**src/rtl/hcim_pkg.sv**
```systemverilog
package hcim_pkg;
  parameter int WORD_W    = 32;
  parameter int CMD_W     = 8;
  parameter int EVT_N     = 6;
  localparam int PEND_N    = EVT_N + 1;
  localparam int GMASK_BIT = 24;
  localparam int SWI_BIT   = GMASK_BIT + 1;
  localparam int EMASK_LSB = SWI_BIT + 1;
  localparam int BE_W      = WORD_W / 8;
  localparam int CTRL_BYTE = BE_W - 1;
endpackage

```
**src/rtl/hcim_cmd_slot.sv**
```systemverilog
module hcim_cmd_slot #(
  parameter int W = 8
) (
  input  logic         clk,
  input  logic         rst_n,
  input  logic         load,
  input  logic [W-1:0] load_code,
  input  logic         ready,
  output logic         valid,
  output logic [W-1:0] code
);
  logic [W-1:0] code_q;

  // Host load has priority over the engine's clear.
  always_ff @(posedge clk or negedge rst_n) begin
    if (!rst_n)
      code_q <= '0;
    else if (load)
      code_q <= load_code;
    else if (valid && ready)
      code_q <= '0;
  end

  assign valid = |code_q;
  assign code  = code_q;
endmodule

```
**src/rtl/hcim_pend_bank.sv**
```systemverilog
module hcim_pend_bank #(
  parameter int N = 7
) (
  input  logic         clk,
  input  logic         rst_n,
  input  logic [N-1:0] set,
  input  logic [N-1:0] clr,
  output logic [N-1:0] pend
);
  for (genvar i = 0; i < N; i++) begin : g_flag
    logic flag_q;
    // Set beats clear so a fresh event is never lost.
    always_ff @(posedge clk or negedge rst_n) begin
      if (!rst_n)
        flag_q <= 1'b0;
      else if (set[i])
        flag_q <= 1'b1;
      else if (clr[i])
        flag_q <= 1'b0;
    end
    assign pend[i] = flag_q;
  end
endmodule

```
**src/rtl/hcim_irq_gen.sv**
```systemverilog
module hcim_irq_gen #(
  parameter int EVT_N = 6
) (
  input  logic           clk,
  input  logic           rst_n,
  input  logic [EVT_N:0] pend,
  input  logic [EVT_N-1:0] evt_mask,
  input  logic           gmask,
  output logic           irq_n
);
  logic fire;
  logic irq_n_q;

  always_comb begin
    fire = pend[EVT_N];
    for (int i = 0; i < EVT_N; i++)
      fire = fire | (pend[i] & ~evt_mask[i]);
    fire = fire & ~gmask;
  end

  always_ff @(posedge clk or negedge rst_n) begin
    if (!rst_n) irq_n_q <= 1'b1;
    else        irq_n_q <= ~fire;
  end

  assign irq_n = irq_n_q;
endmodule

```
**src/rtl/hcim_ctrl_word.sv**
```systemverilog
module hcim_ctrl_word
  import hcim_pkg::*;
(
  input  logic                clk,
  input  logic                rst_n,
  input  logic                host_wr,
  input  logic [BE_W-1:0]     host_be,
  input  logic [WORD_W-1:0]   host_wdata,
  output logic [WORD_W-1:0]   host_rdata,
  input  logic [EVT_N-1:0]    evt_strobe,
  input  logic [PEND_N-1:0]   pend_clr,
  output logic [PEND_N-1:0]   pend_o,
  output logic                cmd_valid,
  output logic [CMD_W-1:0]    cmd_code,
  input  logic                cmd_ready,
  output logic                irq_n
);
  logic [EVT_N-1:0]  evt_mask_q;
  logic              gmask_q;
  logic              ctrl_wr;
  logic              swi_req;
  logic [PEND_N-1:0] pend_set;
  logic              unused_mid;

  assign ctrl_wr = host_wr && host_be[CTRL_BYTE];
  // Trigger only counts when the same write leaves the global mask clear.
  assign swi_req = ctrl_wr && host_wdata[SWI_BIT] && !host_wdata[GMASK_BIT];
  assign pend_set = {swi_req, evt_strobe};
  assign unused_mid = ^{host_wdata[GMASK_BIT-1:CMD_W], host_be[CTRL_BYTE-1:1]};

  always_ff @(posedge clk or negedge rst_n) begin
    if (!rst_n) begin
      evt_mask_q <= '0;
      gmask_q    <= 1'b0;
    end else if (ctrl_wr) begin
      evt_mask_q <= host_wdata[EMASK_LSB +: EVT_N];
      gmask_q    <= host_wdata[GMASK_BIT];
    end
  end

  hcim_cmd_slot #(.W(CMD_W)) u_cmd (
    .clk       (clk),
    .rst_n     (rst_n),
    .load      (host_wr && host_be[0]),
    .load_code (host_wdata[CMD_W-1:0]),
    .ready     (cmd_ready),
    .valid     (cmd_valid),
    .code      (cmd_code)
  );

  hcim_pend_bank #(.N(PEND_N)) u_pend (
    .clk   (clk),
    .rst_n (rst_n),
    .set   (pend_set),
    .clr   (pend_clr),
    .pend  (pend_o)
  );

  hcim_irq_gen #(.EVT_N(EVT_N)) u_irq (
    .clk      (clk),
    .rst_n    (rst_n),
    .pend     (pend_o),
    .evt_mask (evt_mask_q),
    .gmask    (gmask_q),
    .irq_n    (irq_n)
  );

  always_comb begin
    host_rdata = '0;
    host_rdata[EMASK_LSB +: EVT_N] = evt_mask_q;
    host_rdata[GMASK_BIT]          = gmask_q;
    host_rdata[CMD_W-1:0]          = cmd_code;
  end
endmodule

```
**config.mk**
```make
export PLATFORM = sky130hd
export DESIGN_NAME = hcim_ctrl_word
export DESIGN_NICKNAME = d
export VERILOG_FILES = /design/src/rtl/hcim_pkg.sv /design/src/rtl/hcim_cmd_slot.sv /design/src/rtl/hcim_pend_bank.sv /design/src/rtl/hcim_irq_gen.sv /design/src/rtl/hcim_ctrl_word.sv
export SDC_FILE = /design/constraint.sdc
export NUM_CORES = 1
export LEC_CHECK = 0
export ABC_AREA = 1
export BUFFER_PORTS_ARGS = -buffer_cell sky130_fd_sc_hd__buf_2
export CORE_ASPECT_RATIO = 0.8
export CORE_MARGIN = 5
export CORE_UTILIZATION = 42
export CTS_BUF_LIST = sky130_fd_sc_hd__clkbuf_8
export DETAILED_ROUTE_END_ITERATION = 8
export GPL_ROUTABILITY_DRIVEN = 0
export PLACE_DENSITY_LB_ADDON = 0.25
export SYNTH_ARGS = -nofsm -noshare
export SYNTH_HDL_FRONTEND = slang
export SYNTH_SLANG_ARGS = --single-unit
```
**constraint.sdc**
```tcl
create_clock -name clk -period 2 [get_ports clk]
set_clock_uncertainty 0.2 [all_clocks]
set_input_delay 0.3 -clock clk [delete_from_list [all_inputs] [get_ports clk]]
set_output_delay 0.3 -clock clk [all_outputs]
set_load 0.1 [all_outputs]
```
==> summary.txt <==
Placed design
  – DP Wirelength: roughly 2.1 mm
  – Port bufs: 66
  – Dpl cells: between 200 and 250

Floorplanning
  – Die ar.: about 4000 um2
  – Io pins: between 100 and 150
  – Die Y: roughly 58 um
  – Initial Util: a little over two fifths
  – Cell Rows: 17
  – Die Wd: slightly below 70 um
  – Total core area: around 2700 um2

Setup path
  – CP Max Fanout: 4
  – Crit path required time: around 1.5 ns
  – Crit Reg-Reg Endpoint: u_cmd.code[5]$_DFFE_PN0P_
  – Reg2reg setup slack: about 0.57 ns
  – R2r worst-path depth: 5
  – FF-to-FF Start: u_cmd.code[5]$_DFFE_PN0P_
  – Worst Setup Path Type: register to output port
  – Crit path arrival time: ~1.3 ns
  – CP Launch Type: register
  – Endpoint class of the critical path: output port

Clock network
  – Setup Buffers After CTS: 0
  – CTS Buf Count: 3
  – Clock Latency Late Sink: approximately 0.26 ns
  – CTS tree: done
  – Clk buf depth: 2
  – Clk root buf: clkbuf_8
  – Htree depth: 1
  – CTS sink count: 23
  – Clock transition at path regs: around 0.070 ns

Yosys
  – Part of the Yosys area used for sequential elements: around 50%
  – Synth unique cells: 14
  – Synth Area per Inst: a little under 9 um2
  – Synth Cell Area: ~1200 um2
  – Cells after Synth: roughly 140
  – Synthesized flop and latch total: 23
  – Yosys Warn Count: 0

Global route
  – Initial antenna violation count: 0
  – Met1 GRT Util: between 10% and 20%
  – Largest net degree at the start of global routing: 24
  – Gr ovfl total: 0
  – Met3 Use GR: ~4.4%
  – Met2 usage: a little under a quarter
  – First-pass GRT wire length: slightly above 4 mm
  – Most Crowded Layer GR: met2
  – Total global-route track usage: 12.8%
  – Vias in the first global route: roughly 950

Detailed routing
  – First-pass detailed-route iteration total: 4
  – Initial drt markers: 30
  – Mean number of vias per cell: a little over 4
  – Antenna Nets Post-Route: 0
  – Final Routed Wirelength: about 2.6 mm
  – WL per Instance: 11.3 um
  – Vias post-DR: slightly below 1,000
  – DRC Markers: 0

Layout
  – Layout cell share with drive strength beyond 1: between 40 and 50%
  – Post-Layout Cell Count: 233
  – Layout Utilization: 55.4%
  – Post-layout nets: 249
  – Synth-to-Final Area Change: 27.3%
  – # diodes: 0

Worst hold path
  – HP Class: input port to register
  – Worst Hold Depth: 2
  – Hold worst-path end: u_pend.g_flag[3].flag_q$_DFFE_PN0P_
  – Worst hold path startpoint: pend_clr[3]

Timing
  – Pins Over Slew Limit: 0
  – Normalized max-slew margin: between 60 and 70%
  – F_max: around 0.56 GHz
  – Worst-margin pin slew: 0.501 ns
  – Final Hold Viols: 0
  – Post-route clock period utilization: between 80% and 90%
  – Tmin final: 1.79 ns
  – RSZ-0062 raised after global routing: false
  – Final setup viols: 0
  – Final setup TNS: 0 ns

Run
  – Number of max-cap violations: 0

Power
  – Peak supply drop: approximately 0.63 mV
  – PD cells: between 1000 and 1500 nW/um2
  – Lkg Pwr: 0.887 nW

Outcome
  – Status: completed
==> metal layers <==
metal	wire length, um	vias to the layer above	part of all wire [%]
li1	-	492	-
met1	1090	433	41
met2	1330	36	50
met3	192	2	7.3
met4	28	0	1.1
met5	0	-	0
==> how the worst max path moves through the flow <==
stage	end	startpoint	depth (start not counted)	slack, ns
3_3_place_gp	cmd_valid	u_cmd.code[1]$_DFFE_PN0P_	3	0.50
3_5_place_dp	cmd_valid	u_cmd.code[5]$_DFFE_PN0P_	3	0.48
6_report	cmd_valid	u_cmd.code[5]$_DFFE_PN0P_	3	0.21
5_1_grt	cmd_valid	u_cmd.code[1]$_DFFE_PN0P_	3	0.13
2_1_floorplan	cmd_valid	u_cmd.code[5]$_DFFE_PN0P_	2	-0.19
4_1_cts	cmd_valid	u_cmd.code[5]$_DFFE_PN0P_	3	0.19
==> logic make-up after synthesis <==
group	share of synthesized area, %
and+or+nand+nor	19.4
buffers and inverters	24.1
DFF	48.7
AOI/OAI and AO/OA	7.50
other	0.316
==> area by class of cell <==
type                       count  area, um2
fill                         268       1210
sequential                    23        607
multi-input combinational     87        390
timing repair buffer          71        380
tap                           38       47.5
clock buffer                   3       41.3
inverter                      10       37.5
clock inverter                 1       5.00
==> cell usage in the layout, fill, tap and decap left out, types with 3 or more instances in the layout <==
cell type / synthesis / layout
buf_2: 0 / 66
clkbuf_8: 0 / 3
conb_1: 1 / 17
dfrtp_1: 22 / 14
dfrtp_4: 0 / 8
dlygate4sd3_1: 0 / 5
inv_1: 10 / 10
nand2_1: 41 / 41
nand3_1: 8 / 8
nor2_1: 8 / 5
nor2_2: 0 / 3
o21bai_1: 6 / 6
==> worst max-delay path: stages (launching register included) <==
cell     delay (ns)
dfrtp_4        0.50
nor2_2         0.15
nand4_1        0.10
buf_2          0.30
==> cell usage after synthesis (all sizes together) <==
cell type | count | area share [%]
dfrtp | 22 | 46
o22ai | 2 | 1.1
conb | 1 | 0.32
o21ai | 3 | 2.2
nor2 | 8 | 2.5
a21oi | 1 | 0.42
dfstp | 1 | 2.2
o21bai | 6 | 3.8
inv | 10 | 3.2
buf | 33 | 21
nand3 | 8 | 3.4
nand4 | 1 | 0.53
nand2 | 41 | 13
==> state kept, by name, indices dropped and copies added (netlist names) <==
name	cells
u_irq.irq_n	1
u_pend.g_flag.flag_q	7
u_cmd.code	8
evt_mask_q	6
gmask_q	1
==> timing repair <==
action / in CTS / in global routing
resized for setup: 0 / 0
hold buffers: 5 / 0
endpoints found under the hold margin: 26 / 0
==> stage by stage <==
stage / power, mW / area (um2) / hold slack, ns / worst slack (ns)
6_report: 1.64 / 1510 / 0.0161 / 0.207
4_1_cts: 1.66 / 1510 / 0.00748 / 0.193
5_1_grt: 1.71 / 1510 / 0.00818 / 0.131
2_1_floorplan: 1.31 / 1280 / -0.196 / -0.187
3_3_place_gp: 1.36 / 1410 / 0.0957 / 0.496
3_5_place_dp: 1.37 / 1410 / 0.0989 / 0.482
==> where the power goes <==
group | internal, mW | total (mW) | switching (mW) | leakage [nW]
Combinational | 0.106 | 0.809 | 0.702 | 0.595
Sequential | 0.520 | 0.554 | 0.0335 | 0.266
Clock | 0.139 | 0.277 | 0.138 | 0.0255
Total | 0.765 | 1.64 | 0.874 | 0.887
No activity file was read; power rests on OpenSTA's default activity.
